<file path="src/rtl/uart_rdy_pkg.sv">
package uart_rdy_pkg;

  typedef struct packed {
    logic       fifo_en;
    logic       burst;
    logic [1:0] lvl_sel;
  } mode_t;

  // receive fill level selected by the two-bit field
  function automatic int unsigned lvl_bytes(input logic [1:0] sel);
    case (sel)
      2'b00:   return 1;
      2'b01:   return 4;
      2'b10:   return 8;
      default: return 14;
    endcase
  endfunction

endpackage

</file>
<file path="src/rtl/uart_ctrl_reg.sv">
module uart_ctrl_reg
  import uart_rdy_pkg::*;
#(
  parameter int DEPTH = 16,
  localparam int CW = $clog2(DEPTH + 1)
) (
  input  logic          clk,
  input  logic          rst_n,
  input  logic          ctrl_wr,
  input  logic [7:0]    ctrl_data,
  output mode_t         mode,
  output logic          burst_eff,
  output logic [CW-1:0] lvl,
  output logic [CW-1:0] cap,
  output logic          rx_clr,
  output logic          tx_clr
);

  logic en_flip;
  logic unused_bits;

  assign unused_bits = ^ctrl_data[5:4];
  assign en_flip     = ctrl_wr && (ctrl_data[0] != mode.fifo_en);
  // clear bits act in the write cycle only and are never stored
  assign rx_clr      = ctrl_wr && (ctrl_data[1] || en_flip);
  assign tx_clr      = ctrl_wr && (ctrl_data[2] || en_flip);

  always_ff @(posedge clk or negedge rst_n) begin
    if (!rst_n) begin
      mode <= '0;
    end else if (ctrl_wr) begin
      mode.fifo_en <= ctrl_data[0];
      mode.burst   <= ctrl_data[3];
      mode.lvl_sel <= ctrl_data[7:6];
    end
  end

  assign burst_eff = mode.fifo_en && mode.burst;
  assign lvl       = CW'(lvl_bytes(mode.lvl_sel));
  assign cap       = mode.fifo_en ? CW'(DEPTH) : CW'(1);

endmodule

</file>
<file path="src/rtl/uart_byte_fifo.sv">
module uart_byte_fifo #(
  parameter int W     = 8,
  parameter int DEPTH = 16,
  localparam int AW = $clog2(DEPTH),
  localparam int CW = $clog2(DEPTH + 1)
) (
  input  logic          clk,
  input  logic          rst_n,
  input  logic          clr,
  input  logic [CW-1:0] cap,
  input  logic          in_valid,
  input  logic [W-1:0]  in_data,
  output logic          in_ready,
  output logic          out_valid,
  output logic [W-1:0]  out_data,
  input  logic          out_ready,
  output logic [CW-1:0] count
);

  logic [W-1:0]  mem [DEPTH];
  logic [AW-1:0] wr_ptr, rd_ptr;
  logic          push, pop;

  function automatic logic [AW-1:0] bump(input logic [AW-1:0] p);
    return (p == AW'(DEPTH - 1)) ? '0 : p + 1'b1;
  endfunction

  assign in_ready  = count < cap;
  assign out_valid = count != '0;
  assign out_data  = out_valid ? mem[rd_ptr] : '0;
  assign push      = in_valid && in_ready && !clr;
  assign pop       = out_valid && out_ready && !clr;

  always_ff @(posedge clk) begin
    if (push) mem[wr_ptr] <= in_data;
  end

  always_ff @(posedge clk or negedge rst_n) begin
    if (!rst_n) begin
      wr_ptr <= '0;
      rd_ptr <= '0;
      count  <= '0;
    end else if (clr) begin
      wr_ptr <= '0;
      rd_ptr <= '0;
      count  <= '0;
    end else begin
      if (push) wr_ptr <= bump(wr_ptr);
      if (pop)  rd_ptr <= bump(rd_ptr);
      count <= count + CW'(push) - CW'(pop);
    end
  end

  assert_no_overflow_R7: assert property (@(posedge clk) disable iff (!rst_n)
    count <= CW'(DEPTH));

  assert_clear_empties_R8: assert property (@(posedge clk) disable iff (!rst_n)
    clr |=> (count == '0));

  assert_full_drop_R9: assert property (@(posedge clk) disable iff (!rst_n)
    (in_valid && !in_ready && !clr && !(out_valid && out_ready)) |=> $stable(count));

endmodule

</file>
<file path="src/rtl/uart_rdy_logic.sv">
module uart_rdy_logic #(
  parameter int DEPTH = 16,
  localparam int CW = $clog2(DEPTH + 1)
) (
  input  logic          clk,
  input  logic          rst_n,
  input  logic          burst_eff,
  input  logic [CW-1:0] lvl,
  input  logic [CW-1:0] rx_cnt,
  input  logic [CW-1:0] tx_cnt,
  input  logic          rx_timeout,
  input  logic          rx_clr,
  output logic          txrdy,
  output logic          rxrdy
);

  logic rx_nz, hit, arm_q, arm_d;

  assign rx_nz = rx_cnt != '0;
  assign hit   = rx_cnt >= lvl;
  // latch the burst condition until the receive side drains
  assign arm_d = burst_eff && rx_nz && !rx_clr && (arm_q || rx_timeout || hit);

  always_ff @(posedge clk or negedge rst_n) begin
    if (!rst_n) arm_q <= 1'b0;
    else        arm_q <= arm_d;
  end

  always_comb begin
    if (burst_eff) begin
      txrdy = tx_cnt < CW'(DEPTH);
      rxrdy = rx_nz && (arm_q || hit);
    end else begin
      txrdy = tx_cnt == '0;
      rxrdy = rx_nz;
    end
  end

  assert_rx_hold_R4: assert property (@(posedge clk) disable iff (!rst_n)
    (burst_eff && rxrdy) |=> (rxrdy || rx_cnt == '0 || !burst_eff));

  assert_timeout_arms_R4: assert property (@(posedge clk) disable iff (!rst_n)
    (burst_eff && rx_timeout && rx_nz && !rx_clr && !$past(rx_clr) && $stable(burst_eff))
      |=> (rxrdy || rx_cnt == '0 || !burst_eff));

endmodule

</file>
<file path="src/rtl/uart_rdy_ctrl.sv">
module uart_rdy_ctrl
  import uart_rdy_pkg::*;
#(
  parameter int DATA_W = 8,
  parameter int DEPTH  = 16
) (
  input  logic              clk,
  input  logic              rst_n,
  input  logic              ctrl_wr,
  input  logic [7:0]        ctrl_data,
  input  logic              rx_timeout,
  input  logic              tx_in_valid,
  input  logic [DATA_W-1:0] tx_in_data,
  output logic              tx_in_ready,
  output logic              tx_out_valid,
  output logic [DATA_W-1:0] tx_out_data,
  input  logic              tx_out_ready,
  input  logic              rx_in_valid,
  input  logic [DATA_W-1:0] rx_in_data,
  output logic              rx_in_ready,
  output logic              rx_out_valid,
  output logic [DATA_W-1:0] rx_out_data,
  input  logic              rx_out_ready,
  output logic              txrdy,
  output logic              rxrdy,
  output logic [7:0]        int_stat,
  output logic              thr_empty,
  output logic              rx_avail
);

  localparam int CW = $clog2(DEPTH + 1);

  mode_t         mode;
  logic          burst_eff, rx_clr, tx_clr;
  logic [CW-1:0] lvl, cap, tx_cnt, rx_cnt;

  uart_ctrl_reg #(.DEPTH(DEPTH)) u_ctrl (
    .clk(clk), .rst_n(rst_n), .ctrl_wr(ctrl_wr), .ctrl_data(ctrl_data),
    .mode(mode), .burst_eff(burst_eff), .lvl(lvl), .cap(cap),
    .rx_clr(rx_clr), .tx_clr(tx_clr)
  );

  uart_byte_fifo #(.W(DATA_W), .DEPTH(DEPTH)) u_txq (
    .clk(clk), .rst_n(rst_n), .clr(tx_clr), .cap(cap),
    .in_valid(tx_in_valid), .in_data(tx_in_data), .in_ready(tx_in_ready),
    .out_valid(tx_out_valid), .out_data(tx_out_data), .out_ready(tx_out_ready),
    .count(tx_cnt)
  );

  uart_byte_fifo #(.W(DATA_W), .DEPTH(DEPTH)) u_rxq (
    .clk(clk), .rst_n(rst_n), .clr(rx_clr), .cap(cap),
    .in_valid(rx_in_valid), .in_data(rx_in_data), .in_ready(rx_in_ready),
    .out_valid(rx_out_valid), .out_data(rx_out_data), .out_ready(rx_out_ready),
    .count(rx_cnt)
  );

  uart_rdy_logic #(.DEPTH(DEPTH)) u_rdy (
    .clk(clk), .rst_n(rst_n), .burst_eff(burst_eff), .lvl(lvl),
    .rx_cnt(rx_cnt), .tx_cnt(tx_cnt), .rx_timeout(rx_timeout),
    .rx_clr(rx_clr), .txrdy(txrdy), .rxrdy(rxrdy)
  );

  assign int_stat  = {2'b00, rxrdy, txrdy, 4'b0000};
  assign thr_empty = tx_cnt == '0;
  assign rx_avail  = rx_cnt != '0;

  assert_rxrdy_has_data_R3: assert property (@(posedge clk) disable iff (!rst_n)
    rxrdy |-> rx_out_valid);

  assert_tx_flag_after_push_R10: assert property (@(posedge clk) disable iff (!rst_n)
    (tx_in_valid && tx_in_ready && !tx_clr) |=> !thr_empty);

  assert_burst_full_R5: assert property (@(posedge clk) disable iff (!rst_n)
    (burst_eff && !tx_in_ready) |-> !txrdy);

endmodule

</file>
<file path="config.mk">
export PLATFORM = sky130hd
export DESIGN_NAME = uart_rdy_ctrl
export DESIGN_NICKNAME = d
export VERILOG_FILES = /design/src/rtl/uart_rdy_pkg.sv /design/src/rtl/uart_ctrl_reg.sv /design/src/rtl/uart_byte_fifo.sv /design/src/rtl/uart_rdy_logic.sv /design/src/rtl/uart_rdy_ctrl.sv
export SDC_FILE = /design/constraint.sdc
export NUM_CORES = 1
export LEC_CHECK = 0
export BUFFER_PORTS_ARGS = -buffer_cell sky130_fd_sc_hd__buf_2
export CELL_PAD_IN_SITES_DETAIL_PLACEMENT = 0
export CELL_PAD_IN_SITES_GLOBAL_PLACEMENT = 1
export CORE_ASPECT_RATIO = 0.75
export CORE_MARGIN = 4
export CORE_UTILIZATION = 40
export DETAILED_ROUTE_END_ITERATION = 10
export MAX_ROUTING_LAYER = met4
export PLACE_DENSITY = 0.69
export SYNTH_ARGS = -nofsm -noshare
export SYNTH_HDL_FRONTEND = slang
export SYNTH_SLANG_ARGS = --single-unit
</file>
<file path="constraint.sdc">
create_clock -name clk -period 5.5 [get_ports clk]
set_input_delay 1.1 -clock clk [delete_from_list [all_inputs] [get_ports clk]]
set_output_delay 1.1 -clock clk [all_outputs]
set_load 0.02 [all_outputs]
</file>
Word-level counts from Yosys, hierarchy flattened
Memory sizes are Yosys's and may differ from the RTL's.
Cells that the tools add are included.
W data, S select, Z words.
{"block": "op_classes", "addsub": 8, "order_cmp": 4, "n_eq_ne": 7, "muxes": 24, "n_reduce_logical": 31}
{"op": "$mux W4", "count": 12}
{"op": "$add A4 B1 Y4 const B", "count": 4}
{"op": "$eq A4 B4 Y1 const B", "count": 4}
{"op": "$logic_and A1 B1 Y1", "count": 16}
{"op": "$mux W8", "count": 2}
{"op": "$mux W5", "count": 3}
{"op": "$pmux W4 S3", "count": 1}
{"op": "$add A5 B1 Y5", "count": 2}
{"op": "$lt A5 B5 Y1", "count": 2}
{"op": "$reduce_bool A5 Y1", "count": 2}
{"op": "$sub A5 B1 Y5", "count": 2}
{"op": "$reduce_bool A2 Y1", "count": 4}
{"op": "$mux W1", "count": 6}
{"op": "$ge A5 B4 Y1", "count": 1}
{"op": "$logic_not A5 Y1", "count": 1}
{"op": "$logic_or A1 B1 Y1", "count": 5}
{"op": "$lt A5 B5 Y1 const B", "count": 1}
{"op": "$eq A2 B1 Y1 const B", "count": 1}
{"op": "$eq A2 B2 Y1 const B", "count": 1}
{"op": "$logic_not A1 Y1", "count": 2}
{"op": "$logic_not A2 Y1", "count": 1}
{"op": "$ne A1 B1 Y1", "count": 1}
{"block": "word_totals", "regBits": 31, "ramBits": 256, "input_bits": 32, "out_inout_bits": 32, "elab_cells": 86, "n_memories": 2}
{"name": "u_rxq.mem", "depth": 16, "word_bits": 8, "rd": 1, "rd_ports_with_merged_regs": 0, "wr": 1, "line_no": "uart_byte_fifo.sv:20", "rtl": "logic [W-1:0] mem [DEPTH];"}
{"name": "u_txq.mem", "depth": 16, "word_bits": 8, "rd": 1, "rd_ports_with_merged_regs": 0, "wr": 1, "line_no": "uart_byte_fifo.sv:20"}

Depth between registers and ports, before layout
Gate-level depths: netlist of the first run.
{"block": "logic_depth", "depth_word": 9, "depth_mapped": 16, "ltp_nobuf": 16}

Hierarchy
A second synthesis of the first run with hierarchy kept.
{"block": "unflattened", "cells_unflattened": 726, "hier_area_um2": 12597.1}
{"module": "uart_byte_fifo (u_txq)", "n_inst": 1, "cells_each": 317, "area_per_inst_um2": 6038.3, "seq_area_each_um2": 4169.0}
{"module": "uart_byte_fifo (u_rxq)", "n_inst": 1, "cells_each": 345, "area_per_inst_um2": 6005.8, "seq_area_each_um2": 4169.0}
{"module": "uart_ctrl_reg", "n_inst": 1, "cells_each": 25, "area_per_inst_um2": 257.7, "seq_area_each_um2": 100.1}
{"module": "uart_rdy_logic", "n_inst": 1, "cells_each": 25, "area_per_inst_um2": 207.7, "seq_area_each_um2": 25.0}
{"module": "uart_rdy_ctrl", "n_inst": 1, "cells_each": 14, "area_per_inst_um2": 87.6, "seq_area_each_um2": 0.0}

Least setup slack after synthesis of the first run
OpenSTA, ideal clock, no wires.
{"block": "synth_path", "path_kind": "input-to-reg", "start": "input port ctrl_wr", "end": "register u_rxq.count[4]", "setup_time_ns": 0.132, "arrival_time_ns": 3.323, "t_required_ns": 5.368, "path_slack_ns": 2.045, "path_stages": 14, "path_buffers": 2, "path_cell_list": "clkbuf_1 > o21a_1 > clkbuf_1 > nor2_1 > ha_1 > inv_1 > ha_1 > inv_1 > fa_1 > nor2_1 > nor2_1 > o21bai_1 > xnor2_1 > nor2_1"}
{"block": "synth_via", "elab_chain_len": 8, "word_cells_on_any_way": 9, "cone_classes": "2 x add/sub; 1 x mux; 6 x reduce/logical"}
{"element": "start, declared", "line_no": "uart_rdy_ctrl.sv:9", "rtl": "input logic ctrl_wr,"}
{"element": "$logic_and A1 B1 Y1", "line_no": "uart_ctrl_reg.sv:23", "rtl": "assign en_flip = ctrl_wr && (ctrl_data[0] != mode.fifo_en);"}
{"element": "$logic_or A1 B1 Y1", "line_no": "uart_ctrl_reg.sv:25", "rtl": "assign rx_clr = ctrl_wr && (ctrl_data[1] || en_flip);"}
{"element": "$logic_and A1 B1 Y1 (*)", "line_no": "uart_ctrl_reg.sv:25"}
{"element": "$logic_not A1 Y1", "line_no": "uart_byte_fifo.sv:31, uart_byte_fifo.sv:32"}
{"element": "$logic_and A1 B1 Y1", "line_no": "uart_byte_fifo.sv:31", "rtl": "assign push = in_valid && in_ready && !clr;"}
{"element": "$add A5 B1 Y5", "line_no": "uart_byte_fifo.sv:50", "rtl": "count <= count + CW'(push) - CW'(pop);"}
{"element": "$sub A5 B1 Y5", "line_no": "uart_byte_fifo.sv:50"}
{"element": "$mux W5 (*)", "line_no": "uart_byte_fifo.sv:43", "rtl": "end else if (clr) begin"}
{"element": "end signal, assigned", "line_no": "uart_byte_fifo.sv:50"}
{"element": "end, declared", "line_no": "uart_byte_fifo.sv:17", "rtl": "output logic [CW-1:0] count"}
Every way passes the cells marked *; elsewhere a longest branch is shown, timed or not.
A chain may end at the register's enable or synchronous reset.

Worst setup path in the final report of the first run
{"block": "layout_path", "start": "register u_rxq.count[2]", "end": "output port rx_out_data[0]"}
{"block": "layout_via", "elab_chain_len": 2}
{"element": "$reduce_bool A5 Y1", "line_no": "uart_byte_fifo.sv:29", "rtl": "assign out_valid = count != '0;"}
{"element": "$mux W8", "line_no": "uart_byte_fifo.sv:30", "rtl": "assign out_data = out_valid ? mem[rd_ptr] : '0;"}
{"element": "end, declared", "line_no": "uart_rdy_ctrl.sv:22", "rtl": "output logic [DATA_W-1:0] rx_out_data,"}
Every way passes these cells.

==> results.json, run 1 <==
{
  "timing_max_transition_violations_final": 0,
  "syn-cell-area_sq_um": 12100,
  "fin_skew_ns": 0.0195,
  "postSynthAreaPerCell_sq_um": 18.0,
  "timing.final.crit_share_pct": 74.7,
  "clock_tree_from_tritoncts": "yes",
  "grt_use_total_pct": 14.9,
  "setup_viol_count_final": 0,
  "num_vias": 6076,
  "area_growth_syn_to_layout_pct": 12.8,
  "start_util_pct": 41.2,
  "final_core_area_utilization_pct": 46.4,
  "clock_h_tree_levels": 1,
  "hold_end": "u_ctrl.mode[2]",
  "number_of_flops_mapped_to_enable_cells_by_yosys": 256,
  "critical_path.reg2reg.endpoint": "u_rxq.count[4]",
  "grt_max_degree": 36,
  "cp_data_required_time_ns": 4.40,
  "report.power.total_uw": 6330,
  "max_freq_mhz": 243,
  "width_of_the_chip_um": 209,
  "synth.top_cell.area_share_pct": 63.4,
  "power-per-cell-area_nw_per_um2": 463,
  "synth_seq_area_share_pct": 69.8,
  "signal_arrival_time_at_the_worst_endpoint_ns": 3.01,
  "synthTopCellsByArea": "edfxtp_1 63%, mux4_2 12%, dfrtp_1 6.4%",
  "route.antenna.remaining_nets": 0,
  "r2r_slack_ns": 2.00,
  "ys_async_sr_fraction_pct": 10.8,
  "yosys_warnings": 0,
  "post_layout_nonfiller_instances": 1148,
  "grt_pass1_wl_um": 37800,
  "min_from": "u_ctrl.mode[2]",
  "power.leakage_uw": 0.00461,
  "worst_hold_path_type": "reg2reg",
  "postSynthRegisterBits": 287,
  "antenna_found_initial": 0,
  "diodes": 0,
  "design.core.area_sq_um": 29500,
  "detail_route.first_pass.iterations": 4,
  "numPlacedInstances": 1097,
  "run_status": "completed",
  "synth_largest_area_cell": "edfxtp_1",
  "clock_sink_count": 287,
  "path_class": "reg2out",
  "io_pins": 64,
  "synthesis.instances": 675,
  "tritoncts.num_buffers": 29,
  "dp.final_hpwl_um": 16100,
  "reg2regPathDepth": 16,
  "timing.critical_path.to_type": "output port",
  "ys_types": 47,
  "drt_first_iter_violations": 332,
  "floorplan.die_area_sq_um": 33200,
  "drive_gt1_share_pct": 22.5,
  "cts_resized": 0,
  "port_buffers": 55,
  "ir_worst_vdd_mv": 0.237,
  "crit_path_max_fanout": 8,
  "worst_pin_slew_ns": 0.945,
  "clockRootBuffer": "clkbuf_16",
  "grt_most_used_layer": "met2",
  "hold_path_depth": 1,
  "maxSlewHeadroom_pct": 37.0,
  "post-route-min-period_ns": 4.11,
  "grt_pass1_vias": 6434,
  "wl_cell_um": 21.3,
  "grtUsageMet1_pct": 21.8,
  "cts.path.max_buffers": 3,
  "global_route.usage.met2_pct": 22.6,
  "worst_r2r_startpoint": "u_rxq.count[2]",
  "drv_cap": 0,
  "final_net_count": 802,
  "floorplan.rows": 54,
  "place_congestion": 0.781,
  "overflow": 0,
  "final_cell_mix": "256 x edfxtp_1, 64 x mux4_2, 55 x buf_2",
  "finalHoldViolCount": 0,
  "finish.instance_area_sq_um": 13700,
  "synth_top_flop_cell": "edfxtp_1",
  "drt_drc_violations_left": 0,
  "hold_bufs_at_cts": 0,
  "setup_tns_ns": 0,
  "detailed_place.area_sq_um": 12700,
  "cts.clk_slew.worst_paths_ns": 0.06,
  "finalWirelength_um": 24400,
  "die_y_extent_um": 159,
  "start_kind": "flop",
  "post-cts-setup-buffers": 0,
  "grt_setup_unrepaired": "false",
  "global_route.usage.met3_pct": 2.17,
  "routed_via_density": 5.29,
  "clock_latency_ns": 0.54,
  "mostFrequentLayoutCell": "edfxtp_1"
}
synth_stat cells, types with 12 or more instances:
cell type and instances:
inv_1 28, edfxtp_1 256, mux2i_1 32, buf_4 13, nand2_1 21, o22ai_1 15
dfrtp_1 31, nor2_1 34, o21ai_0 13, mux4_2 64, and2_1 17, ha_1 32
clkbuf_1 12, a21oi_1 17
area by class of cell:
cell class / instances / area [sq um]
well taps: 392 / 490
repair buffers: 61 / 320
multi-input cells: 329 / 3370
fillers: 2546 / 15800
flip-flops and latches: 287 / 8470
clock inverters: 15 / 176
clock buffers: 36 / 752
inverters: 28 / 105
registers in the layout, indices dropped and copies added, names as in the netlist:
| name | count |
|---|---|
| u_ctrl.mode | 4 |
| u_rdy.arm_q | 1 |
| u_rxq.count | 5 |
| u_rxq.mem | 128 |
| u_rxq.rd_ptr | 4 |
| u_rxq.wr_ptr | 4 |
| u_txq.count | 5 |
| u_txq.mem | 128 |
| u_txq.rd_ptr | 4 |
| u_txq.wr_ptr | 4 |
cells by family after synthesis:
family / share of synthesized area [%]
xor gates and xnor gates: 0.939
adders and majority gates: 3.63
other: 0.0309
DFF: 69.8
buffers and inverters: 2.59
and+or+nand+nor: 5.21
muxes: 14.6
AOI/OAI and AO/OA: 3.17
metal layers:
metal  up-vias  share of wire (%)
met5         -                  0
met4         0                1.9
met3        36                4.6
met2       153                 47
met1      3139                 47
li1       2748                  -
critical path, stage by stage, from the launching register on:
cell,delay [ns]
dfrtp_1,0.41
inv_1,0.14
ha_1,0.17
nor4b_1,0.57
inv_1,0.26
nand2b_1,0.44
o22ai_1,0.27
buf_2,0.22
stage by stage:
step                      setup slack (ns)  hold slack [ns]
after floorplan                       2.04            0.481
after global placement                1.76            0.495
after detailed placement              1.69            0.517
after CTS                             1.37            0.531
after global routing                  1.17            0.537
final                                 1.39            0.523
worst max path at each step:
stage | from | to | slack [ns] | cells after the start
after floorplan | ctrl_wr | u_rxq.count[4] | 2.04 | 14
after global placement | ctrl_data[0] | u_txq.count[4] | 1.76 | 12
after detailed placement | ctrl_data[0] | u_txq.count[4] | 1.69 | 12
after CTS | u_rxq.rd_ptr[0] | rx_out_data[3] | 1.37 | 5
after global routing | u_rxq.count[2] | rx_out_data[0] | 1.17 | 7
final | u_rxq.count[2] | rx_out_data[0] | 1.39 | 7
power by group:
group          switching, uW  internal, uW
clock network            778          1150
logic                    986           777
registers                148          2490
total                   1910          4420
Note: power is estimated with default switching activity, not from simulation.
==> inputs of run 2 (changes only) <==
PLACE_DENSITY = 0.71   (was 0.69)
clock period = 3.3 ns   (was 5.5 ns; I/O delays follow)
==> run 2 against run 1 <==
Against the previous run: hold slack got worse by 0.33 ns; combinational power is 81% higher; non-clock buffer count rose by 23; utilization is 0.45 points higher; final cell count up 2.0%; global-route usage is 0.11 points lower; sequential share of layout area down 0.57 points; flip-flop and latch count did not move; critical path type unchanged; power up 65%; register-to-register slack got worse by 1.7 ns.
==> results.json, run 2 (synthesized netlist as in run 1, its figures left out) <==
{
  "grtUsageMet1_pct": 21.6,
  "global_route.usage.met2_pct": 22.6,
  "grt_pass1_vias": 6562,
  "crit_path_max_fanout": 9,
  "cp_num_buf_inv": 3,
  "hold_bufs_at_cts": 0,
  "clock_h_tree_levels": 1,
  "drt_drc_violations_left": 0,
  "mostFrequentLayoutCell": "edfxtp_1",
  "drv_cap": 0,
  "dp.final_hpwl_um": 16300,
  "r2r_slack_ns": 0.35,
  "post-route-min-period_ns": 3.18,
  "worst_hold_path_type": "in2async",
  "wl_cell_um": 20.5,
  "final_cell_mix": "256 x edfxtp_1, 64 x mux4_2, 55 x buf_2",
  "timing.critical_path.slowest_cell_delay_ns": 0.47,
  "finalWirelength_um": 24000,
  "grt_pass1_wl_um": 38000,
  "area_growth_syn_to_layout_pct": 13.9,
  "clock_sink_count": 287,
  "drive_gt1_share_pct": 25.7,
  "global_route.usage.met3_pct": 2.21,
  "cp_data_required_time_ns": 2.64,
  "width_of_the_chip_um": 209,
  "final_net_count": 825,
  "cts.clk_slew.worst_paths_ns": 0.06,
  "start_util_pct": 41.2,
  "ir_worst_vdd_mv": 0.419,
  "fillCellCount": 2532,
  "library_cell_contributing_the_largest_single_delay_on_the_critical_path": "or4b_4",
  "power-per-cell-area_nw_per_um2": 758,
  "crit_family": "simple AND/OR/NAND/NOR gates",
  "path_cells": "inv_1 -> ha_1 -> or4b_4 -> buf_6 -> nand2b_4 -> o21ba_4 -> a22oi_2 -> nand2_1 -> buf_2",
  "clock_latency_ns": 0.53,
  "floorplan.rows": 54,
  "power.leakage_uw": 0.00471,
  "grt_use_total_pct": 14.8,
  "signal_arrival_time_at_the_worst_endpoint_ns": 2.52,
  "worst_pin_slew_ns": 0.742,
  "setup_viol_count_final": 0,
  "max_freq_mhz": 315,
  "port_buffers": 55,
  "fin_hold_ws_ns": 0.188,
  "drt_first_iter_violations": 485,
  "die_y_extent_um": 159,
  "route.antenna.remaining_nets": 0,
  "timing_max_transition_violations_final": 0,
  "cts.path.max_buffers": 3,
  "num_vias": 6186,
  "clock_tree_from_tritoncts": "yes",
  "finalHoldViolCount": 0,
  "floorplan.die_area_sq_um": 33200,
  "clockRootBuffer": "clkbuf_16",
  "tritoncts.num_buffers": 29,
  "grt_setup_unrepaired": "false",
  "maxSlewHeadroom_pct": 50.5,
  "fin_skew_ns": 0.0125,
  "antenna_found_initial": 1,
  "routed_via_density": 5.28,
  "setup_tns_ns": 0,
  "largest_registers": "u_rxq.mem: 128 flops, u_txq.mem: 128 flops",
  "overflow": 0,
  "detail_route.first_pass.iterations": 5,
  "timing.final.crit_share_pct": 96.3,
  "grt_most_used_layer": "met2",
  "path_class": "reg2out",
  "grt_max_degree": 35,
  "timing.critical_path.to_type": "output port",
  "io_pins": 64,
  "place_congestion": 0.758,
  "run_status": "completed",
  "start_kind": "flop",
  "design.core.area_sq_um": 29500
}
## run 2: cell types whose count changed in the layout (fill, tap and decap cells not counted), moves of 2 or more
| cell | delta |
|---|---|
| clkbuf_1 | -2 |
| clkinvlp_4 | -2 |
| bufinv_16 | -3 |
| buf_4 | +21 |
| clkinv_2 | +6 |
## run 2: repair_timing
item	in CTS	in global routing
setup endpoints to repair	10	17
setup buffers	0	9
resized for setup	3	6
## run 2: final timing paths
path | start | end | cells past startpoint
setup / recovery | u_txq.count[3] | tx_out_data[6] | 9
hold / removal | rst_n | u_ctrl.mode[2] | 1
setup reg to reg | u_txq.count[3] | u_txq.count[4] | 15
hold reg to reg | u_ctrl.mode[2] | u_ctrl.mode[2] | 1
max in group asynchronous | rst_n | u_txq.rd_ptr[0] | 1
min in group clk | ctrl_data[6] | u_ctrl.mode[0] | 3
## run 2: metrics by stage
step	cells	setup WS [ns]	instance area [sq um]	utilization, %	total power (uW)
finish	1171	0.121	13800	46.9	10500
global route	1171	0.00759	13800	46.9	11100
global placement	1111	0.315	12900	43.7	7420
detailed placement	1111	0.333	12900	43.7	7510
CTS	1161	0.00292	13700	46.6	10500
floorplan	680	0.285	12100	-	6640
## run 2: routing by layer
layer	wire (um)	part of all wire, %
met1	11300	47
met2	11200	47
met3	1130	4.7
met4	357	1.5
met5	0	0
## run 2: layout make-up
class                   count  area [sq um]  area share [%]
multi-input cells         329          3390            24.5
flip-flops and latches    287          8470            61.3
inverters                  28           105           0.761
clock inverters            16           101           0.734
diodes                      1          2.50          0.0181
clock buffers              34           744            5.39
well taps                 392           490            3.55
repair buffers             84           509            3.69
## run 2: where the power goes
part	leakage [uW]	switching, uW	internal [uW]
logic	0.00158	1760	1430
clock network	0.000422	1280	1670
registers	0.00271	169	4150
